File: src/rtl/sadc_pkg.sv
package sadc_pkg;
  localparam int SADC_MODE_W = 3;

  typedef enum logic [1:0] {
    OP_CONV = 2'd0,
    OP_CAL  = 2'd1,
    OP_ZERO = 2'd2,
    OP_NONE = 2'd3
  } sadc_op_e;

  typedef struct packed {
    sadc_op_e op;
    logic     set_len;
    logic     long_len;
  } sadc_dec_t;

  // Mode field decode; convert modes also choose the output word length.
  function automatic sadc_dec_t sadc_decode(input logic [SADC_MODE_W-1:0] m);
    sadc_dec_t d;
    d.op       = OP_NONE;
    d.set_len  = 1'b0;
    d.long_len = 1'b1;
    case (m)
      3'd0: begin d.op = OP_CONV; d.set_len = 1'b1; d.long_len = 1'b1; end
      3'd1: begin d.op = OP_CONV; d.set_len = 1'b1; d.long_len = 1'b0; end
      3'd2: d.op = OP_CAL;
      3'd3: d.op = OP_ZERO;
      default: d.op = OP_NONE;
    endcase
    return d;
  endfunction
endpackage

File: src/rtl/sadc_edge.sv
module sadc_edge #(
  parameter int         LANES = 2,
  parameter logic [1:0] IDLE  = 2'b10
) (
  input  logic             clk,
  input  logic             rst,
  input  logic [LANES-1:0] lvl,
  output logic [LANES-1:0] prev
);
  // One registered copy per lane; each lane resets to its own idle level.
  for (genvar g = 0; g < LANES; g++) begin : g_lane
    always_ff @(posedge clk) begin
      if (rst) prev[g] <= IDLE[g];
      else     prev[g] <= lvl[g];
    end
  end
endmodule

File: src/rtl/sadc_cmd_capture.sv
module sadc_cmd_capture
  import sadc_pkg::*;
#(
  parameter int CHAN_W = 3,
  localparam int CMD_W  = SADC_MODE_W + CHAN_W,
  localparam int RCNT_W = $clog2(CMD_W + 1)
) (
  input  logic              clk,
  input  logic              rst,
  input  logic              start,
  input  logic              armed,
  input  logic              ro,
  input  logic              sclk_rise,
  input  logic              di,
  input  logic              xfer_done,
  output logic              cmd_valid,
  output logic [1:0]        cmd_op,
  output logic [CHAN_W-1:0] cmd_chan,
  output logic              cmd_short,
  output logic              cur_long
);
  logic [CMD_W-1:0]  sr;
  logic [RCNT_W-1:0] rcnt;
  sadc_dec_t         dec;

  assign dec = sadc_decode(sr[CMD_W-1 -: SADC_MODE_W]);

  always_ff @(posedge clk) begin
    if (rst) begin
      sr        <= '0;
      rcnt      <= '0;
      cmd_valid <= 1'b0;
      cmd_op    <= OP_NONE;
      cmd_chan  <= '0;
      cmd_short <= 1'b0;
      cur_long  <= 1'b1;
    end else begin
      cmd_valid <= 1'b0;
      if (start) begin
        rcnt <= '0;
      end else if (armed && !ro && sclk_rise && (rcnt < RCNT_W'(CMD_W))) begin
        sr   <= {sr[CMD_W-2:0], di};
        rcnt <= rcnt + RCNT_W'(1);
      end
      if (xfer_done && !ro) begin
        cmd_valid <= 1'b1;
        cmd_op    <= dec.op;
        cmd_chan  <= sr[CHAN_W-1:0];
        cmd_short <= dec.set_len ? !dec.long_len : !cur_long;
        if (dec.set_len) cur_long <= dec.long_len;
      end
    end
  end

  AST_RO_HOLDS_CMD: assert property (@(posedge clk) disable iff (rst)
    (armed && ro && sclk_rise) |=> $stable(sr));
  AST_LEN_ONLY_ON_COMMIT: assert property (@(posedge clk) disable iff (rst)
    !cmd_valid |-> $stable(cur_long) || $past(rst));
endmodule

File: src/rtl/sadc_out_shift.sv
module sadc_out_shift #(
  parameter int MAG_W     = 12,
  parameter int SHORT_MAG = 8,
  localparam int LONG_LEN  = MAG_W + 1,
  localparam int SHORT_LEN = SHORT_MAG + 1,
  localparam int CNT_W     = $clog2(LONG_LEN + 1)
) (
  input  logic         clk,
  input  logic         rst,
  input  logic         cs_n,
  input  logic         cs_fall,
  input  logic         sclk_fall,
  input  logic         conv_rd,
  input  logic         busy,
  input  logic         conv_done,
  input  logic [MAG_W:0] res_word,
  input  logic         cur_long,
  output logic         do_o,
  output logic         do_oe,
  output logic         dor,
  output logic         armed,
  output logic         ro,
  output logic         start,
  output logic         xfer_done
);
  logic [LONG_LEN-1:0] sh;
  logic [CNT_W-1:0]    cnt;
  logic [CNT_W-1:0]    len_now;
  logic [MAG_W:0]      store;
  logic [MAG_W:0]      src_word;
  logic                blocked;
  logic                refuse;
  logic                cont_arm;

  // Left-aligned word: sign first, then magnitude truncated to the length.
  function automatic logic [LONG_LEN-1:0] fmt(input logic [MAG_W:0] w, input logic lng);
    if (lng) return w;
    return {w[MAG_W], w[MAG_W-1 -: SHORT_MAG], {(LONG_LEN-SHORT_LEN){1'b0}}};
  endfunction

  assign len_now   = cur_long ? CNT_W'(LONG_LEN) : CNT_W'(SHORT_LEN);
  assign refuse    = cs_fall && conv_rd && busy;
  assign cont_arm  = !cs_n && !cs_fall && !armed && !blocked && conv_done;
  assign start     = (cs_fall && !refuse) || cont_arm;
  assign src_word  = conv_done ? res_word : store;
  assign xfer_done = armed && !cs_n && sclk_fall && (cnt == CNT_W'(1));
  assign do_o      = sh[LONG_LEN-1];

  always_ff @(posedge clk) begin
    if (rst) begin
      sh      <= '0;
      cnt     <= '0;
      store   <= '0;
      armed   <= 1'b0;
      dor     <= 1'b1;
      do_oe   <= 1'b0;
      ro      <= 1'b0;
      blocked <= 1'b0;
    end else begin
      if (conv_done) store <= res_word;
      if (cs_n) begin
        armed   <= 1'b0;
        dor     <= 1'b1;
        do_oe   <= 1'b0;
        blocked <= 1'b0;
      end else if (start) begin
        armed <= 1'b1;
        dor   <= 1'b0;
        do_oe <= 1'b1;
        ro    <= conv_rd;
        sh    <= fmt(src_word, cur_long);
        cnt   <= len_now;
      end else if (refuse) begin
        blocked <= 1'b1;
        do_oe   <= 1'b0;
      end else if (armed && sclk_fall) begin
        sh  <= {sh[LONG_LEN-2:0], 1'b0};
        cnt <= cnt - CNT_W'(1);
        if (cnt == CNT_W'(1)) begin
          armed <= 1'b0;
          dor   <= 1'b1;
        end
      end
    end
  end

  AST_OE_OFF_DESELECTED: assert property (@(posedge clk) disable iff (rst)
    cs_n |=> !do_oe);
  AST_REFUSED_QUIET: assert property (@(posedge clk) disable iff (rst)
    refuse |=> (!do_oe && dor));
  AST_SIGN_ON_SELECT: assert property (@(posedge clk) disable iff (rst)
    (cs_fall && !refuse) |=> (!dor && do_oe && (do_o == $past(src_word[MAG_W]))));
  AST_CONT_REARM: assert property (@(posedge clk) disable iff (rst)
    cont_arm |=> (!dor && (do_o == $past(res_word[MAG_W]))));
  AST_LEN_LOADED: assert property (@(posedge clk) disable iff (rst)
    $rose(armed) |-> ((cnt == CNT_W'(LONG_LEN)) || (cnt == CNT_W'(SHORT_LEN))));
endmodule

File: src/rtl/sadc_serial_if.sv
module sadc_serial_if
  import sadc_pkg::*;
#(
  parameter int MAG_W     = 12,
  parameter int SHORT_MAG = 8,
  parameter int CHAN_W    = 3
) (
  input  logic              clk,
  input  logic              rst,
  input  logic              sclk,
  input  logic              cs_n,
  input  logic              di,
  input  logic              conv_rd,
  input  logic              busy,
  input  logic              conv_done,
  input  logic [MAG_W:0]    res_word,
  output logic              do_o,
  output logic              do_oe,
  output logic              dor,
  output logic              cmd_valid,
  output logic [1:0]        cmd_op,
  output logic [CHAN_W-1:0] cmd_chan,
  output logic              cmd_short
);
  logic [1:0] lvl_q;
  logic       sclk_rise, sclk_fall, cs_fall;
  logic       armed, ro, start, xfer_done, cur_long;

  sadc_edge #(.LANES(2), .IDLE(2'b10)) u_edge (
    .clk (clk),
    .rst (rst),
    .lvl ({cs_n, sclk}),
    .prev(lvl_q)
  );

  assign sclk_rise = sclk && !lvl_q[0];
  assign sclk_fall = !sclk && lvl_q[0];
  assign cs_fall   = !cs_n && lvl_q[1];

  sadc_out_shift #(.MAG_W(MAG_W), .SHORT_MAG(SHORT_MAG)) u_out (
    .clk      (clk),
    .rst      (rst),
    .cs_n     (cs_n),
    .cs_fall  (cs_fall),
    .sclk_fall(sclk_fall),
    .conv_rd  (conv_rd),
    .busy     (busy),
    .conv_done(conv_done),
    .res_word (res_word),
    .cur_long (cur_long),
    .do_o     (do_o),
    .do_oe    (do_oe),
    .dor      (dor),
    .armed    (armed),
    .ro       (ro),
    .start    (start),
    .xfer_done(xfer_done)
  );

  sadc_cmd_capture #(.CHAN_W(CHAN_W)) u_cmd (
    .clk      (clk),
    .rst      (rst),
    .start    (start),
    .armed    (armed),
    .ro       (ro),
    .sclk_rise(sclk_rise),
    .di       (di),
    .xfer_done(xfer_done),
    .cmd_valid(cmd_valid),
    .cmd_op   (cmd_op),
    .cmd_chan (cmd_chan),
    .cmd_short(cmd_short),
    .cur_long (cur_long)
  );

  AST_COMMIT_AT_LAST_BIT: assert property (@(posedge clk) disable iff (rst)
    cmd_valid |-> (dor && !$past(dor)));
  AST_RO_NO_COMMIT: assert property (@(posedge clk) disable iff (rst)
    cmd_valid |-> !$past(ro));
  AST_SINGLE_PULSE: assert property (@(posedge clk) disable iff (rst)
    cmd_valid |=> !cmd_valid);
endmodule

File: config.mk
export PLATFORM = sky130hd
export DESIGN_NAME = sadc_serial_if
export DESIGN_NICKNAME = d
export VERILOG_FILES = /design/src/rtl/sadc_pkg.sv /design/src/rtl/sadc_edge.sv /design/src/rtl/sadc_cmd_capture.sv /design/src/rtl/sadc_out_shift.sv /design/src/rtl/sadc_serial_if.sv
export SDC_FILE = /design/constraint.sdc
export NUM_CORES = 1
export LEC_CHECK = 0
export ABC_AREA = 0
export BUFFER_PORTS_ARGS = -buffer_cell sky130_fd_sc_hd__buf_2
export CAP_MARGIN = 0
export CELL_PAD_IN_SITES_DETAIL_PLACEMENT = 2
export CELL_PAD_IN_SITES_GLOBAL_PLACEMENT = 2
export CORE_UTILIZATION = 36
export DETAILED_ROUTE_END_ITERATION = 10
export HOLD_SLACK_MARGIN = 0.12
export PLACE_DENSITY_LB_ADDON = 0.1
export SLEW_MARGIN = 20
export SYNTH_ARGS = -nofsm -noshare
export SYNTH_HDL_FRONTEND = slang
export SYNTH_SLANG_ARGS = --single-unit
export TNS_END_PERCENT = 30
File: constraint.sdc
create_clock -name clk -period 2.4 [get_ports clk]
set_input_delay 0.24 -clock clk [delete_from_list [all_inputs] [get_ports clk]]
set_output_delay 0.24 -clock clk [all_outputs]
set_load 0.03 [all_outputs]
==> run metrics <==
vias per cell=5.415; Ports=31; Nets=305; Netlist cell types=49; cells along the critical path=ha_1 > or3b_4 > or4_1 > nor4_1 > nor2_1; FF-to-FF setup slack=190 ps; clock tree sinks=54; antenna-violating nets left=0; width of the die=84.41 µm; Syn Area/Cell=9.625 µm²; sequential share of the synthesized area=44.22%; DR WL met2=2.818 mm; TritonRoute pass-1 iters=7; slew margin rel.=60.30%; largest net degree at the start of global routing=28; Top Metal Used=met4; Worst Skew=5.734 ps; post-synthesis net count=278; global-route usage over all layers=19.41%; max_cap viols=0; CP Capture Type=flip-flop; antenna violations before repair=0; Max IR drop VDD=0.2451 mV; critical path type=flip-flop to flip-flop; CP Launch Type=flip-flop; Post-Syn Area=0.002445 mm²; CP top delay family=simple AND/OR/NAND/NOR gates; drt initial violations=92; Non-Filler Instances=359; worst-skew pair later-pin latency=310 ps; Place WS=337.7 ps; Port Buffer Count=30; Final Util=42.85%; min setup slack post-route=189.0 ps; CP max stage cell=or4_1; Worst Path Max Fanout=9; Bufs on Longest Clock Path=2; Worst-path clk slew=90 ps; global-route wire length before repair=10.77 mm; DRC=8; WP data required=2600 ps; filler instances=729; final RePlAce weighted congestion=0.7164; commonest non-fill, non-tap cells in the layout=dfxtp_1 (54), buf_2 (30), nor2_1 (27), mux2i_1 (20), o21ai_0 (13); final wirelength=6.243 mm; setup TNS=0 ps; CTS tree=built; most common cell after layout, fill and taps aside=dfxtp_1; status=finished with violations; DP HPWL=4.454 mm; DIE AREA=0.007125 mm²; Leak Pwr=1.048 nW; post-route minimum period=2211 ps; via count=1944; met1 wire length=3.166 mm; max-slew violations=0; failing checks=design-rule violations; synthesized flop and latch total=54; asr flop ratio synth=0%; fin crit share=92.12%; worst slew pin tran=595.5 ps; Rows=29; post-CTS setup buffers=0; layout overhead on the synthesized area=13.20%; Buf+Inv Stages, Crit Path=0; htree depth=2; fmax=0.4523 GHz; metal3 WL=164 µm; total CTS buffers=5; die height=84.41 µm; Setup-failing EPs final=0; gr ovfl total=0; Core ar.=0.006459 mm²; DR WL/cell=17.39 µm; vias in the first global route=2106; Tot Pwr=1.795 mW; Primary FF master, synth=dfxtp_1; Hold Buf Count CTS=0; Initial Util=37.85%; unrepaired setup endpoints after global routing=false; Arr. time, crit path=2410 ps; share of cells above drive strength 1=25.89%; EDFF count, synth=0; max incr delay on CP=600 ps; Root Buffer=clkbuf_8; Final Hold Violating Endpoints=0; yosys warns=0; antenna diode count=0; Worst Hold Class=input pin to flip-flop; Power Dens Cells=648.6 mW/mm²; placed insts=351; post-cts resize count=0; Syn Inst Count=254
[cell usage after synthesis (all sizes together), types with 3 or more instances]
cell type  count  share of area (%)
nand2b         8                2.0
a211oi        12                5.5
nor4b          4                1.7
o21ai         13                2.7
or3            4                1.0
nand2         11                1.7
nor2b          4                1.0
buf            6                1.8
o31ai          9                2.8
inv            4               0.61
mux2i         20                8.2
nor4           5                1.5
nor2          37                6.7
a31oi          3                1.4
nor3           6                1.2
a21oi         10                2.5
dfxtp         54                 44
o22ai          3               0.77
ha             3                1.5
clkbuf        11                1.7
[metal layers]
layer,vias up,global-route usage [%]
met5,-,0
met4,0,6.471
met3,5,3.638
met2,26,31.37
met1,946,26.22
li1,967,-
[path summary, 6_finish.rpt]
check                                     from                            to  cells past startpoint
hold / removal                              di      u_cmd.sr[0]$_SDFFE_PP0P_                      3
setup / recovery     u_out.cnt[0]$_SDFFE_PP0P_   u_cmd.cur_long$_SDFFE_PP1P_                      5
setup reg to reg     u_out.cnt[0]$_SDFFE_PP0P_   u_cmd.cur_long$_SDFFE_PP1P_                      5
hold reg to reg   u_cmd.cmd_short$_SDFFE_PP0P_  u_cmd.cmd_short$_SDFFE_PP0P_                      2
[where the power goes]
group | internal [mW] | switching [mW] | total (mW)
clock network | 0.292 | 0.290 | 0.582
registers | 0.938 | 0.0293 | 0.967
logic | 0.101 | 0.145 | 0.246
total | 1.33 | 0.464 | 1.80
[registers in the layout, summed over array words and instances, names as in the netlist]
name	cells
u_cmd.cmd_op	2
u_out.ro	1
u_out.do_oe	1
u_out.blocked	1
u_out.dor	1
u_edge.prev	2
u_out.sh	13
u_cmd.cmd_short	1
u_cmd.rcnt	3
u_out.cnt	4
u_cmd.cur_long	1
u_cmd.cmd_valid	1
u_cmd.sr	6
u_out.armed	1
u_out.store	13
u_cmd.cmd_chan	3
[final cells by class]
| class | count | area [µm²] | area share [%] |
|---|---|---|---|
| clock buffers | 8 | 110.1 | 3.978 |
| repair buffers | 37 | 202.7 | 7.324 |
| multi-input cells | 179 | 1262 | 45.61 |
| flip-flops and latches | 54 | 1081 | 39.06 |
| well taps | 77 | 96.34 | 3.481 |
| inverters | 4 | 15.01 | 0.5425 |
[worst reg2reg max path, stage by stage, from the launching register on]
cell and delay (ps):
dfxtp_1 440, ha_1 180, or3b_4 410, or4_1 600, nor4_1 390, nor2_1 80
[per-stage QoR]
stage / hold slack [ps] / area, µm²
after floorplan: 368.2 / 2445
after global placement: 442.4 / 2658
after detailed placement: 450.1 / 2658
after CTS: 185.3 / 2768
after global routing: 200.1 / 2768
final: 188.7 / 2768
[cells by family after synthesis]
family	synth area share [%]
compound gates	19.91
mux	8.188
simple gates	21.29
flops	44.22
fa+ha+maj	1.535
buf+inv	4.145
xor+xnor	0.7166
No activity file was read; power rests on OpenSTA's default activity.
